### config.mk
export PLATFORM = sky130hd
export DESIGN_NAME = i2c_regport
export DESIGN_NICKNAME = d
export VERILOG_FILES = /design/src/rtl/i2c_regport_pkg.sv /design/src/rtl/i2c_line_sync.sv /design/src/rtl/i2c_lowtime_guard.sv /design/src/rtl/i2c_regport_fsm.sv /design/src/rtl/i2c_regport.sv
export SDC_FILE = /design/constraint.sdc
export NUM_CORES = 1
export LEC_CHECK = 0
export ABC_AREA = 1
export BUFFER_PORTS_ARGS = -buffer_cell sky130_fd_sc_hd__buf_2
export CORE_MARGIN = 1
export CORE_UTILIZATION = 45
export CTS_CLUSTER_DIAMETER = 60
export CTS_CLUSTER_SIZE = 20
export DETAILED_ROUTE_END_ITERATION = 6
export GPL_TIMING_DRIVEN = 0
export SETUP_SLACK_MARGIN = 0.1
export SLEW_MARGIN = 0
export SYNTH_ARGS = -nofsm -noshare
export SYNTH_HDL_FRONTEND = slang
export SYNTH_SLANG_ARGS = --single-unit
### constraint.sdc
create_clock -name clk -period 1.7 [get_ports clk]
set_input_delay 0.17 -clock clk [delete_from_list [all_inputs] [get_ports clk]]
set_output_delay 0.17 -clock clk [all_outputs]
set_load 0.1 [all_outputs]
### src/rtl/i2c_regport_pkg.sv
package i2c_regport_pkg;

    localparam int BYTE_W = 8;

    typedef enum logic [3:0] {
        ST_IDLE,
        ST_ADDR,
        ST_ACK_ADDR,
        ST_PTR,
        ST_ACK_PTR,
        ST_WR,
        ST_ACK_WR,
        ST_RD,
        ST_ACK_RD,
        ST_SKIP
    } bus_state_e;

endpackage

### src/rtl/i2c_line_sync.sv
module i2c_line_sync #(
    parameter int STAGES = 2
) (
    input  logic clk,
    input  logic rst_n,
    input  logic scl_pin,
    input  logic sda_pin,
    output logic scl_lvl,
    output logic sda_lvl,
    output logic scl_rise,
    output logic scl_fall,
    output logic start_ev,
    output logic stop_ev
);

    logic [STAGES-1:0] scl_chain;
    logic [STAGES-1:0] sda_chain;
    logic              scl_prev;
    logic              sda_prev;

    // Bus idles high, so every stage resets to 1.
    always_ff @(posedge clk or negedge rst_n) begin
        if (!rst_n) begin
            scl_chain <= '1;
            sda_chain <= '1;
            scl_prev  <= 1'b1;
            sda_prev  <= 1'b1;
        end else begin
            scl_chain[0] <= scl_pin;
            sda_chain[0] <= sda_pin;
            for (int i = 1; i < STAGES; i++) begin
                scl_chain[i] <= scl_chain[i-1];
                sda_chain[i] <= sda_chain[i-1];
            end
            scl_prev <= scl_chain[STAGES-1];
            sda_prev <= sda_chain[STAGES-1];
        end
    end

    assign scl_lvl  = scl_chain[STAGES-1];
    assign sda_lvl  = sda_chain[STAGES-1];
    assign scl_rise = scl_lvl & ~scl_prev;
    assign scl_fall = ~scl_lvl & scl_prev;
    assign start_ev = scl_lvl & scl_prev & sda_prev & ~sda_lvl;
    assign stop_ev  = scl_lvl & scl_prev & ~sda_prev & sda_lvl;

endmodule

### src/rtl/i2c_lowtime_guard.sv
module i2c_lowtime_guard #(
    parameter int LIMIT = 983
) (
    input  logic clk,
    input  logic rst_n,
    input  logic tick,
    input  logic scl_lvl,
    output logic expired
);

    localparam int CW = $clog2(LIMIT + 1);
    localparam logic [CW-1:0] CAP = CW'(LIMIT);

    logic [CW-1:0] cnt_q;

    always_ff @(posedge clk or negedge rst_n) begin
        if (!rst_n) begin
            cnt_q <= '0;
        end else if (scl_lvl) begin
            cnt_q <= '0;
        end else if (tick && cnt_q != CAP) begin
            cnt_q <= cnt_q + 1'b1;
        end
    end

    assign expired = (cnt_q == CAP);

    // a high SCL level always restarts the low-time window.
    p_guard_restart_r9: assert property (@(posedge clk) disable iff (!rst_n)
        scl_lvl |=> !expired);

endmodule

### src/rtl/i2c_regport_fsm.sv
module i2c_regport_fsm
    import i2c_regport_pkg::*;
#(
    parameter logic [6:0] DEV_ADDR = 7'h68,
    parameter int         ADDR_W   = 4
) (
    input  logic              clk,
    input  logic              rst_n,
    input  logic              scl_lvl,
    input  logic              sda_lvl,
    input  logic              scl_rise,
    input  logic              scl_fall,
    input  logic              start_ev,
    input  logic              stop_ev,
    input  logic              tmo,
    input  logic [BYTE_W-1:0] rd_byte,
    output logic              sda_drive,
    output logic              wr_pulse,
    output logic [ADDR_W-1:0] acc_addr,
    output logic [BYTE_W-1:0] wr_byte,
    output logic              snap
);

    localparam logic [ADDR_W-1:0] PTR_MAX = '1;
    localparam logic [3:0]        FULL    = 4'(BYTE_W);

    bus_state_e        state_q, state_d;
    logic [BYTE_W-1:0] shift_q, tx_q, wdata_q;
    logic [3:0]        cnt_q;
    logic [ADDR_W-1:0] ptr_q, wr_addr_q;
    logic              rw_q, nack_q, snap_q, we_q;
    logic              byte_done, addr_hit, abort, rx_phase, ptr_inc;

    assign byte_done = (cnt_q == FULL);
    assign addr_hit  = (shift_q[BYTE_W-1:1] == DEV_ADDR);
    assign abort     = tmo | start_ev | stop_ev;
    assign rx_phase  = (state_q == ST_ADDR) || (state_q == ST_PTR) || (state_q == ST_WR);
    assign ptr_inc   = !abort && scl_fall && byte_done &&
                       ((state_q == ST_WR) || (state_q == ST_RD));

    // State register
    always_ff @(posedge clk or negedge rst_n) begin
        if (!rst_n) state_q <= ST_IDLE;
        else        state_q <= state_d;
    end

    // Next state
    always_comb begin
        state_d = state_q;
        if (tmo) begin
            state_d = ST_IDLE;
        end else if (start_ev) begin
            state_d = ST_ADDR;
        end else if (stop_ev) begin
            state_d = ST_IDLE;
        end else if (scl_fall) begin
            unique case (state_q)
                ST_IDLE:     state_d = ST_IDLE;
                ST_ADDR:     if (byte_done) state_d = addr_hit ? ST_ACK_ADDR : ST_SKIP;
                ST_ACK_ADDR: state_d = rw_q ? ST_RD : ST_PTR;
                ST_PTR:      if (byte_done) state_d = ST_ACK_PTR;
                ST_ACK_PTR:  state_d = ST_WR;
                ST_WR:       if (byte_done) state_d = ST_ACK_WR;
                ST_ACK_WR:   state_d = ST_WR;
                ST_RD:       if (byte_done) state_d = ST_ACK_RD;
                ST_ACK_RD:   state_d = nack_q ? ST_SKIP : ST_RD;
                ST_SKIP:     state_d = ST_SKIP;
                default:     state_d = ST_IDLE;
            endcase
        end
    end

    // Datapath: shifting, pointer, strobes
    always_ff @(posedge clk or negedge rst_n) begin
        if (!rst_n) begin
            shift_q   <= '0;
            tx_q      <= '0;
            wdata_q   <= '0;
            cnt_q     <= '0;
            ptr_q     <= '0;
            wr_addr_q <= '0;
            rw_q      <= 1'b0;
            nack_q    <= 1'b0;
            snap_q    <= 1'b0;
            we_q      <= 1'b0;
        end else begin
            snap_q <= 1'b0;
            we_q   <= 1'b0;
            if (abort) cnt_q <= '0;
            if (start_ev && !tmo) snap_q <= 1'b1;
            if (!abort) begin
                if (scl_rise) begin
                    if (rx_phase && !byte_done) begin
                        shift_q <= {shift_q[BYTE_W-2:0], sda_lvl};
                        cnt_q   <= cnt_q + 1'b1;
                    end
                    if (state_q == ST_RD && !byte_done) cnt_q <= cnt_q + 1'b1;
                    if (state_q == ST_ACK_RD) nack_q <= sda_lvl;
                end
                if (scl_fall) begin
                    unique case (state_q)
                        ST_ADDR: if (byte_done) begin
                            rw_q  <= shift_q[0];
                            cnt_q <= '0;
                        end
                        ST_ACK_ADDR: if (rw_q) tx_q <= rd_byte;
                        ST_PTR: if (byte_done) begin
                            ptr_q <= shift_q[ADDR_W-1:0];
                            cnt_q <= '0;
                        end
                        ST_WR: if (byte_done) begin
                            we_q      <= 1'b1;
                            wr_addr_q <= ptr_q;
                            wdata_q   <= shift_q;
                            cnt_q     <= '0;
                        end
                        ST_RD: begin
                            if (byte_done) cnt_q <= '0;
                            else           tx_q  <= {tx_q[BYTE_W-2:0], 1'b0};
                        end
                        ST_ACK_RD: if (!nack_q) tx_q <= rd_byte;
                        default: ;
                    endcase
                    if (ptr_inc) begin
                        ptr_q <= ptr_q + 1'b1;
                        if (ptr_q == PTR_MAX) snap_q <= 1'b1;
                    end
                end
            end
        end
    end

    // Outputs
    always_comb begin
        sda_drive = 1'b0;
        unique case (state_q)
            ST_ACK_ADDR, ST_ACK_PTR, ST_ACK_WR: sda_drive = 1'b1;
            ST_RD:                              sda_drive = ~tx_q[BYTE_W-1];
            default:                            sda_drive = 1'b0;
        endcase
    end

    assign wr_pulse = we_q;
    assign acc_addr = we_q ? wr_addr_q : ptr_q;
    assign wr_byte  = wdata_q;
    assign snap     = snap_q;

    // SDA is only newly pulled low while SCL is low.
    p_drive_scl_low_r8: assert property (@(posedge clk) disable iff (!rst_n)
        $rose(sda_drive) |-> !scl_lvl);
    // each register write lasts exactly one cycle.
    p_we_single_r3: assert property (@(posedge clk) disable iff (!rst_n)
        we_q |=> !we_q);
    // the snapshot strobe is one cycle wide.
    p_snap_single_r5: assert property (@(posedge clk) disable iff (!rst_n)
        snap_q |=> !snap_q);
    // a START is followed by a snapshot.
    p_start_snap_r5: assert property (@(posedge clk) disable iff (!rst_n)
        (start_ev && !tmo) |=> snap_q);
    // stepping from the top entry lands on 0 and snapshots.
    p_wrap_snap_r4: assert property (@(posedge clk) disable iff (!rst_n)
        (ptr_inc && ptr_q == PTR_MAX) |=> (snap_q && ptr_q == '0));
    // the SKIP state neither drives nor writes.
    p_skip_quiet_r2: assert property (@(posedge clk) disable iff (!rst_n)
        (state_q == ST_SKIP) |-> (!sda_drive && !we_q));
    // a write only ever follows a completed data byte.
    p_commit_source_r10: assert property (@(posedge clk) disable iff (!rst_n)
        we_q |-> ($past(state_q) == ST_WR && !$past(abort)));

endmodule

### src/rtl/i2c_regport.sv
module i2c_regport
    import i2c_regport_pkg::*;
#(
    parameter logic [6:0] DEV_ADDR      = 7'h68,
    parameter int         ADDR_W        = 4,
    parameter int         SYNC_STAGES   = 2,
    parameter int         TIMEOUT_TICKS = 983
) (
    input  logic              clk,
    input  logic              rst_n,
    input  logic              tick_32k,
    input  logic              scl_i,
    input  logic              sda_i,
    output logic              sda_oe,
    output logic              reg_we,
    output logic [ADDR_W-1:0] reg_addr,
    output logic [BYTE_W-1:0] reg_wdata,
    input  logic [BYTE_W-1:0] reg_rdata,
    output logic              shadow_load
);

    logic scl_lvl, sda_lvl, scl_rise, scl_fall, start_ev, stop_ev, expired;

    i2c_line_sync #(.STAGES(SYNC_STAGES)) u_sync (
        .clk      (clk),
        .rst_n    (rst_n),
        .scl_pin  (scl_i),
        .sda_pin  (sda_i),
        .scl_lvl  (scl_lvl),
        .sda_lvl  (sda_lvl),
        .scl_rise (scl_rise),
        .scl_fall (scl_fall),
        .start_ev (start_ev),
        .stop_ev  (stop_ev)
    );

    i2c_lowtime_guard #(.LIMIT(TIMEOUT_TICKS)) u_guard (
        .clk     (clk),
        .rst_n   (rst_n),
        .tick    (tick_32k),
        .scl_lvl (scl_lvl),
        .expired (expired)
    );

    i2c_regport_fsm #(.DEV_ADDR(DEV_ADDR), .ADDR_W(ADDR_W)) u_fsm (
        .clk       (clk),
        .rst_n     (rst_n),
        .scl_lvl   (scl_lvl),
        .sda_lvl   (sda_lvl),
        .scl_rise  (scl_rise),
        .scl_fall  (scl_fall),
        .start_ev  (start_ev),
        .stop_ev   (stop_ev),
        .tmo       (expired),
        .rd_byte   (reg_rdata),
        .sda_drive (sda_oe),
        .wr_pulse  (reg_we),
        .acc_addr  (reg_addr),
        .wr_byte   (reg_wdata),
        .snap      (shadow_load)
    );

    // an expired low-time window releases SDA on the next cycle.
    p_timeout_release_r9: assert property (@(posedge clk) disable iff (!rst_n)
        expired |=> !sda_oe);

endmodule

==> flow_summary.ini, run 1 <==
[critical_path]
cp_max_fo = 5
crit_arrival_ps = 1890
crit_family = simple AND/OR/NAND/NOR gates
cp-start-kind = register
critical_path_buf_inv_count = 4
critical_path.cell_chain = inv_2 > ha_2 > nand3_4 > nor2_4 > inv_2 > nor2_8 > nand2_4 > buf_12 > buf_12 > nand2_4 > o21ai_2
reg2reg_from = u_fsm.cnt_q[0]
cp_slowest_stage_delay_ps = 380
reg2regPathDepth = 11
cp.required_ps = 1930
critPathKind = reg -> reg
reg2reg_slack_ps = 40
crit_slowest_cell = dfrtp_1
reg2reg_to = u_fsm.wr_addr_q[0]
cp-end-kind = register

[yosys]
synth-seq-area-share_pct = 45.6
yosysTopAreaCell = dfrtp_1
synth-seq-cells = 60
yosysTopAreaCellShare_pct = 40.8
synth.avg_cell_area_um2 = 8.25
syn_area_um2 = 3310
syn_inst = 401
ys_top_cells_by_area = dfrtp_1 41%, nand2_1 14%, dfstp_2 4.8%
synth_fp_nets = 418
yosys_warnings = 0
ys_types = 29

[drt]
wl_met2_mm = 3.70
drt-initial-drc-count = 133
viasPerCell = 4.82
m1WireLength_mm = 3.55
wl_mm = 7.55
antenna_left = 0
vias = 2822
drc = 0
drtPass1Iterations = 5
wl_per_cell_um = 12.9
highest_layer = met4
route.met3.wl_um = 219

[global_routing]
grt_antenna_before_repair = 0
overflow = 0
grt_pass1_wl_mm = 12.7
grt_max_degree = 61
grt_pass1_vias = 2700
track_usage_pct = 21.5

[power_and_ir_drop]
p_sw_uw = 1790
seqPwrFrac_pct = 38.5
p_sw_share_pct = 36.5
p_comb_share_pct = 34.4
p_leak_uw = 0.00220
clkPwrFrac_pct = 27.2
vdd_ir_drop_max_v = 0.000534
internal-power_uw = 3110
power.density_nw_per_um2 = 1050
power_uw = 4900

[placed_design]
dp_cells = 524
hpwlAfterDp_mm = 4.66
place.gp.congestion = 0.799
place.port_buffers = 27

[min_path]
min_to = u_fsm.tx_q[0]
holdPathStages = 3
hp-start = reg_rdata[0]
hold_class = in -> reg

[floorplan]
die_width_um = 87.8
die_area_um2 = 7700
coreArea_um2 = 6940
start_util_pct = 47.7
io_pins = 28
rows = 30
die_h_um = 87.8

[cts]
cts_buffers = 9
clockRootBuffer = clkbuf_8
numClockSinks = 60
h-tree-depth = 3
clockBufferDepth = 2
clk_pin_slew_worst_paths_ps = 80
tritoncts = built
clock_latency_ps = 340

[finish]
multiInputGateArea_um2 = 1940
ff_latch_area_um2 = 1510
fin_cells = 585
nNetsFinal = 501
n_antenna_cell = 0
drive_gt1_share_pct = 44.6
fill_cells = 551
syn_to_final_growth_pct = 40.7

[timing]
final.setup_skew_ps = 11.8
hold_violations = 0
setup_violations = 0
rsz0062_at_grt = yes
worst_slew_pin_slew_ps = 770
finalCritPeriodShare_pct = 97.9
period_needed_ps = 1660
relSlewSlack_pct = 48.7
max_freq_mhz = 601
drv_slew = 0

[job]
maxCapViolations = 0

[outcome]
status = finished, final reports clean
[cell type report]
cell class	count	share of cell area [%]
Multi-Input combinational cell	289	41.7
Sequential cell	60	32.5
Timing Repair Buffer	72	13.0
Inverter	47	4.17
Clock buffer	12	3.33
Tap cell	96	2.58
Buffer	5	1.77
Clock inverter	4	1.02
[cell families (layout without fill, tap and decap cells)]
logic type,after synthesis,in the layout,share of synthesized area (%)
and+or+nand+nor,236,236,35.8
DFF,60,60,45.6
buffers and inverters,52,140,6.99
AOI/OAI and AO/OA,44,44,8.81
xor gates and xnor gates,5,5,1.32
adders and majority gates,4,4,1.51
[how the worst max path moves through the flow]
stage	cells past startpoint	slack [ps]	to	startpoint
finish	11	40	u_fsm.wr_addr_q[0]	u_fsm.cnt_q[0]
global route	10	-70	u_fsm.ptr_q[0]	u_sync.sda_prev
CTS	5	30	sda_oe	u_fsm.state_q[0]
detailed placement	10	-100	u_fsm.state_q[3]	u_guard.cnt_q[0]
global placement	10	-100	u_fsm.wr_byte[6]	u_guard.cnt_q[0]
floorplan	10	100	u_fsm.wr_byte[5]	u_guard.cnt_q[0]
[tightest hold or removal path, cell delays in order]
cell	delay, ps
buf_2	80
nand3b_1	80
nand2_1	70
[layout by cell type (no fill, tap or decap), types with 2 or more instances in the layout]
cell	netlist	final
a21oi_1	6	3
a21oi_2	0	3
buf_12	1	8
buf_2	1	21
buf_4	1	31
buf_6	2	14
clkbuf_8	0	11
clkinv_2	0	2
dfrtp_1	54	50
dfrtp_2	0	4
dfstp_2	6	6
dlygate4sd3_1	0	3
ha_1	4	2
inv_1	39	32
inv_2	8	11
inv_4	0	2
nand2_1	124	99
nand2_2	13	21
nand2_4	7	20
nand2_8	0	4
nand3_1	30	26
nand3_2	2	4
nand3_4	2	4
nand4_1	7	7
nor2_1	26	19
nor2_2	4	6
nor2_4	7	12
nor2_8	2	2
nor3_1	9	8
o21ai_0	15	10
o21ai_1	4	4
o21ai_2	18	18
o21ai_4	0	5
xor2_1	5	5
[metrics by stage]
stage / hold WS, ps / setup slack (ps) / TNS, ps / instance area [um2] / utilization (%)
finish: 90.7 / 35.9 / 0 / 4660 / 67.0
global route: 98.9 / -69.2 / -537 / 4660 / 67.0
CTS: 78.9 / 25.8 / 0 / 4340 / 62.5
floorplan: -126 / 103 / 0 / 3370 / -
global placement: 275 / -103 / -2470 / 3630 / 52.3
detailed placement: 277 / -97.7 / -2250 / 3630 / 52.3
[sequential cells by signal, summed over array words and instances (netlist names), 2 cells and up]
name and flops:
u_fsm.wr_byte 8, u_fsm.state_q 4, u_fsm.cnt_q 4, u_sync.scl_chain 2, u_sync.sda_chain 2, u_fsm.tx_q 8, u_fsm.wr_addr_q 4, u_fsm.ptr_q 4
u_fsm.shift_q 8, u_guard.cnt_q 10
[power by group through the flow]
| stage | Clock [uW] | Combinational (uW) | Sequential, uW |
|---|---|---|---|
| after floorplan | 0 | 1000 | 1840 |
| after global placement | 0 | 1200 | 1880 |
| after detailed placement | 0 | 1220 | 1890 |
| after CTS | 1350 | 1430 | 1860 |
| after global routing | 1420 | 1860 | 1920 |
| final | 1330 | 1690 | 1890 |
[cell usage after synthesis]
master / instances
nand2_1: 124
nand4_1: 7
buf_6: 2
buf_2: 1
nand3_4: 2
nor2_2: 4
o221ai_1: 1
ha_1: 4
nor3_1: 9
nand3_2: 2
inv_2: 8
xor2_1: 5
nand3_1: 30
nand3b_1: 1
buf_4: 1
nor3b_1: 2
o21ai_1: 4
nor2_8: 2
o21ai_2: 18
nor2_1: 26
a21oi_1: 6
nand2_2: 13
o21ai_0: 15
nor2_4: 7
buf_12: 1
inv_1: 39
dfrtp_1: 54
dfstp_2: 6
nand2_4: 7
[metal layers]
layer / track usage [%] / up-vias
met5: 0 / -
met3: 4.34 / 10
met4: 8.20 / 0
li1: - / 1447
met2: 33.9 / 48
met1: 29.2 / 1317
[repair_timing]
item	CTS	global route
setup endpoints to repair	57	57
endpoints found under the hold margin	2	54
buffers inserted	26	17
hold buffers	2	1
gates cloned	1	0
pin swaps	18	27
resized for setup	58	62
No activity file was read; power rests on OpenSTA's default activity.
==> run 2, diff against run 1 <==
--- a/config.mk
+++ b/config.mk
@@ -5,7 +5,6 @@
 export SDC_FILE = /design/constraint.sdc
 export NUM_CORES = 1
 export LEC_CHECK = 0
-export ABC_AREA = 1
 export BUFFER_PORTS_ARGS = -buffer_cell sky130_fd_sc_hd__buf_2
 export CORE_MARGIN = 1
 export CORE_UTILIZATION = 45
==> run 2 against run 1 <==
Net effect: the flow now finishes with violations (negative setup slack); critical endpoint is now u_fsm.wr_byte[5]; global-route usage fell by 0.89 points; first-iteration DRC count fell by 23%; largest cell class unchanged; critical path depth fell by 5; sequential power barely moved; clock skew fell by 4.7 ps; die area fell by 12%; combinational power fell by 24%; wire length fell by 16%.
==> flow_summary.ini, run 2 <==
[finish]
n_antenna_cell = 0
ff_latch_area_um2 = 1510
drive_gt1_share_pct = 42.9
layout_commonest_cell = dfrtp_1
fin_cells = 404
multiInputGateArea_um2 = 1550
fill_cells = 484
final_cell_mix = 53 x dfrtp_1, 23 x buf_2, 22 x buf_4, 21 x nor2_1, 20 x mux2_4
nNetsFinal = 341
regMostFlops = u_guard.cnt_q
syn_to_final_growth_pct = 36.2
largest_reg_flops = 10

[drt]
drt-initial-drc-count = 103
drtPass1Iterations = 4
vias = 2221
antenna_left = 0
viasPerCell = 5.50
drc = 0
wl_mm = 6.31
wl_per_cell_um = 15.6

[global_routing]
grt_pass1_vias = 2102
grt_max_degree = 61
grt_pass1_wl_mm = 10.2
grt_antenna_before_repair = 0
track_usage_pct = 20.6
overflow = 0

[placed_design]
hpwlAfterDp_mm = 3.77
place.gp.congestion = 0.875
dp_cells = 362
place.port_buffers = 27

[timing]
period_needed_ps = 2090
max_freq_mhz = 479
hold_violations = 0
rsz0062_at_grt = yes
setup_violations = 42
relSlewSlack_pct = 49.1
setup_ws_ps = -390
finalCritPeriodShare_pct = 123
drv_slew = 0
worst_slew_pin_slew_ps = 763
final.setup_skew_ps = 7.08

[yosys]
synth-seq-area-share_pct = 51.7
synth_fp_nets = 277
syn_area_um2 = 2920
synth_common_cells = 54 x dfrtp_1, 24 x nor2_1, 15 x nand2_1
ys_top_cells_by_area = dfrtp_1 46%, dfstp_2 5.4%, mux2_1 5.0%
yosysTopAreaCell = dfrtp_1
yosysTopAreaCellShare_pct = 46.3
ys_types = 50
yosys_warnings = 0
synth_edf_count = 0
syn_inst = 260
ys_async_sr_fraction_pct = 100
synthFlopType = dfrtp_1
synth.most_common_cell = dfrtp_1
synth-seq-cells = 60
synth.avg_cell_area_um2 = 11.2

[critical_path]
cp-end-kind = register
cp.required_ps = 1930
crit_slowest_cell = dfstp_2
critical_path.cell_chain = nor2b_2 > nand3_4 > or3_4 > clkbuf_16 > buf_12 > mux2_4
critPathKind = reg -> reg
cp_slowest_stage_delay_ps = 560
cp_max_fo = 5
cp-start-kind = register
crit_arrival_ps = 2320

[outcome]
violations = negative setup slack
status = complete, but fails checks

[cts]
numClockSinks = 60
h-tree-depth = 3
clock_latency_ps = 350
clockBufferDepth = 2
clockRootBuffer = clkbuf_8
tritoncts = built
cts_buffers = 9
clk_pin_slew_worst_paths_ps = 70

[floorplan]
coreArea_um2 = 6100
die_area_um2 = 6810
io_pins = 28
start_util_pct = 47.8
die_h_um = 82.5
die_width_um = 82.5
rows = 28

[min_path]
hold_class = in -> reg

[power_and_ir_drop]
p_leak_uw = 0.00186
power.density_nw_per_um2 = 1200
power_uw = 4760
vdd_ir_drop_max_v = 0.000866

[job]
maxCapViolations = 0
## run 2: final cells by class
cell class,count,share of cell area [%]
plain buffers,13,3.53
clock buffers,10,3.46
clock inverters,6,2.80
inverters,5,0.472
multi-input cells,182,39.1
flip-flops and latches,60,38.0
well taps,75,2.36
repair buffers,53,10.3
## run 2: metrics by stage
stage	area, um2	worst slack, ps	hold slack [ps]	util [%]	TNS (ps)
after floorplan	3000	-286	-126	-	-6400
after global placement	3230	-425	276	53.0	-10720
after detailed placement	3230	-449	277	53.0	-11060
after CTS	3850	-338	76.7	63.2	-9430
after global routing	3970	-466	125	65.2	-14470
final	3970	-390	122	65.2	-10330
## run 2: logic make-up after synthesis
family,share of synthesized area [%]
AND/OR/NAND/NOR,15.6
flip-flops,51.7
multiplexers,11.9
XOR/XNOR,3.90
AO/OA/AOI/OAI,11.9
buffers and inverters,3.26
adder cells (fa/ha/maj),1.72
## run 2: timing repair
action	4_1_cts	5_1_grt
resized for setup	48	16
cloned	1	0
hold endpoints to repair	2	54
setup buffers	16	6
pin swaps	12	6
hold buffers	2	1
setup endpoints to repair	49	45
## run 2: metal layers
layer	part of all wire, %	vias up	routed length, um	track usage (%)
met1	47	1082	2960	27.1
met3	4.3	18	269	6.70
met2	47	45	2940	31.8
met4	2.2	0	140	7.41
li1	-	1076	-	-
met5	0	-	0	0
## run 2: power by group
part           switching, uW  internal [uW]  total [uW]
Sequential               218           1660        1880
Combinational            634            652        1290
Clock                    582           1010        1590
Total                   1430           3320        4760
## run 2: final timing paths
kind | cells past startpoint | slack, ps | startpoint | endpoint
min in group asynchronous | 2 | 410 | rst_n | u_fsm.wr_byte[6]
hold / removal | 3 | 120 | tick_32k | u_guard.cnt_q[1]
hold reg to reg | 0 | 360 | u_sync.scl_chain[0] | u_sync.scl_chain[1]
setup reg to reg | 6 | -390 | u_sync.scl_prev | u_fsm.wr_byte[5]
max in group asynchronous | 2 | 710 | rst_n | u_fsm.wr_pulse
setup / recovery | 6 | -390 | u_sync.scl_prev | u_fsm.wr_byte[5]
## run 2: critical path, delay by kind of cell, from the launching register on
kind                   cells  cell delay, ps
flip-flops                 1             560
buffers and inverters      2             310
AND/OR/NAND/NOR            3             810
multiplexers               1             300
==> run 3, diff against run 2 <==
--- a/config.mk
+++ b/config.mk
@@ -5,13 +5,14 @@
 export SDC_FILE = /design/constraint.sdc
 export NUM_CORES = 1
 export LEC_CHECK = 0
-export BUFFER_PORTS_ARGS = -buffer_cell sky130_fd_sc_hd__buf_2
 export CORE_MARGIN = 1
 export CORE_UTILIZATION = 45
 export CTS_CLUSTER_DIAMETER = 60
 export CTS_CLUSTER_SIZE = 20
 export DETAILED_ROUTE_END_ITERATION = 6
+export DONT_BUFFER_PORTS = 1
 export GPL_TIMING_DRIVEN = 0
+export PLACE_DENSITY = 0.57
 export SETUP_SLACK_MARGIN = 0.1
 export SLEW_MARGIN = 0
 export SYNTH_ARGS = -nofsm -noshare
==> run 3 against run 2 <==
Net effect: the run still ends with negative setup slack left; sequential power about the same; global-route usage decreased by 1.1 points; clock skew shrank 0.50 ps; highest routed layer unchanged; register-to-register slack improved by 30 ps; largest power group unchanged.
==> flow_summary.ini, run 3 (synthesis results as in run 2) <==
[finish]
drive_gt1_share_pct = 39.1
largest_reg_flops = 10
fill_cells = 502
stdcell_area_um2 = 3870
syn_to_final_growth_pct = 32.8
nNetsFinal = 316
regMostFlops = u_guard.cnt_q
multiInputGateArea_um2 = 1620
n_antenna_cell = 0
ff_latch_area_um2 = 1510
layout_commonest_cell = dfrtp_1
fin_util_pct = 63.5
final_cell_mix = 53 x dfrtp_1, 26 x mux2_4, 21 x nor2_1, 15 x buf_4

[critical_path]
cp_max_fo = 8
critPathKind = reg -> reg
critical_path.cell_chain = or2_4 > or3_4 > a211o_1 > buf_6 > a41o_1 > buf_6 > o2bb2ai_2
reg2regPathDepth = 7
reg2reg_slack_ps = -360
reg2reg_to = u_fsm.tx_q[5]
crit_slowest_cell = dfrtp_1
cp.required_ps = 1910
crit_arrival_ps = 2280
cp-end-kind = register
timing.critical_path.from = u_fsm.state_q[2]
path_common_cell = buf_6
reg2reg_from = u_fsm.state_q[2]
cp-start-kind = register
crit_family = simple AND/OR/NAND/NOR gates
critical_path_buf_inv_count = 2
cp_slowest_stage_delay_ps = 430

[timing]
max_freq_mhz = 485
hold_violations = 0
finalCritPeriodShare_pct = 121
relSlewSlack_pct = 39.6
drv_slew = 0
final.setup_skew_ps = 6.58
period_needed_ps = 2060
tns_ps = -9210
setup_violations = 39
setup_ws_ps = -362
rsz0062_at_grt = yes
worst_slew_pin_slew_ps = 906

[floorplan]
die_area_um2 = 6810
die_width_um = 82.5
io_pins = 28
coreArea_um2 = 6100
start_util_pct = 47.8
die_h_um = 82.5
rows = 28

[power_and_ir_drop]
power_uw = 4510
power.density_nw_per_um2 = 1160
vdd_ir_drop_max_v = 0.000909
p_leak_uw = 0.00172

[outcome]
violations = negative setup slack
status = complete, but fails checks

[placed_design]
place_area_um2 = 3090
place.gp.congestion = 0.853
place.port_buffers = 0
dp_slack_ps = -447
hpwlAfterDp_mm = 3.75

[cts]
numClockSinks = 60
clockBufferDepth = 2
clk_pin_slew_worst_paths_ps = 70
cts_buffers = 9
h-tree-depth = 3
clockRootBuffer = clkbuf_8
tritoncts = built
clock_latency_ps = 330

[global_routing]
grt_pass1_vias = 2020
grt_max_degree = 61
use_met2_pct = 29.2
overflow = 0
track_usage_pct = 19.5
grt_antenna_before_repair = 0
busiest_layer = met2
use_met1_pct = 25.0
grt_pass1_wl_mm = 9.65
grtUsageMet3_pct = 5.93

[drt]
vias = 2144
wl_per_cell_um = 16.1
drt-initial-drc-count = 82
wl_mm = 6.08
drc = 0
drtPass1Iterations = 5
antenna_left = 0
viasPerCell = 5.66

[min_path]
min_to = u_guard.cnt_q[1]
holdPathStages = 3
hold_class = in -> reg
hp-start = tick_32k

[job]
maxCapViolations = 0
-- run 3: stage by stage --
step                hold slack, ps  std cells
floorplan                     -126        260
global placement              -125        335
detailed placement            -124        335
CTS                           36.7        376
global route                  62.3        379
finish                        57.8        379
-- run 3: what timing repair did --
action                     in CTS  in global routing
gates cloned                    1                  0
pin swaps                      12                 15
buffers inserted               18                  3
hold endpoints to repair       64                  0
hold buffers                    6                  0
setup endpoints to repair      49                 49
gates resized for setup        51                 16
-- run 3: layout make-up --
cell class,count,share of cell area [%]
Multi-Input combinational cell,182,41.8
Clock inverter,6,2.29
Timing Repair Buffer,28,7.36
Clock buffer,10,3.29
Sequential cell,60,39.1
Tap cell,75,2.42
Buffer,13,3.26
Inverter,5,0.484
-- run 3: worst register-to-register path, cell delays in order (launching register included) --
cell and delay [ps]:
dfrtp_1 430, or2_4 280, or3_4 370, a211o_1 280, buf_6 120, a41o_1 200, buf_6 140, o2bb2ai_2 120
-- run 3: worst max-delay path by stage --
stage / slack, ps / end / depth (start not counted)
final: -360 / u_fsm.tx_q[5] / 7
after global routing: -400 / u_fsm.tx_q[5] / 7
after CTS: -350 / u_fsm.tx_q[5] / 7
after detailed placement: -450 / sda_oe / 5
after global placement: -430 / sda_oe / 5
after floorplan: -290 / u_fsm.wr_byte[3] / 9
-- run 3: layer usage --
layer	vias to the layer above	part of all wire [%]	wire [um]
met3	17	4.4	267
met4	0	2.6	158
met5	-	0	0
li1	1023	-	-
met2	67	47	2860
met1	1037	46	2800
-- run 3: report_power, final --
group | total [uW] | switching, uW | internal (uW)
combinational | 1230 | 621 | 610
sequential | 1880 | 216 | 1660
clock | 1400 | 575 | 825
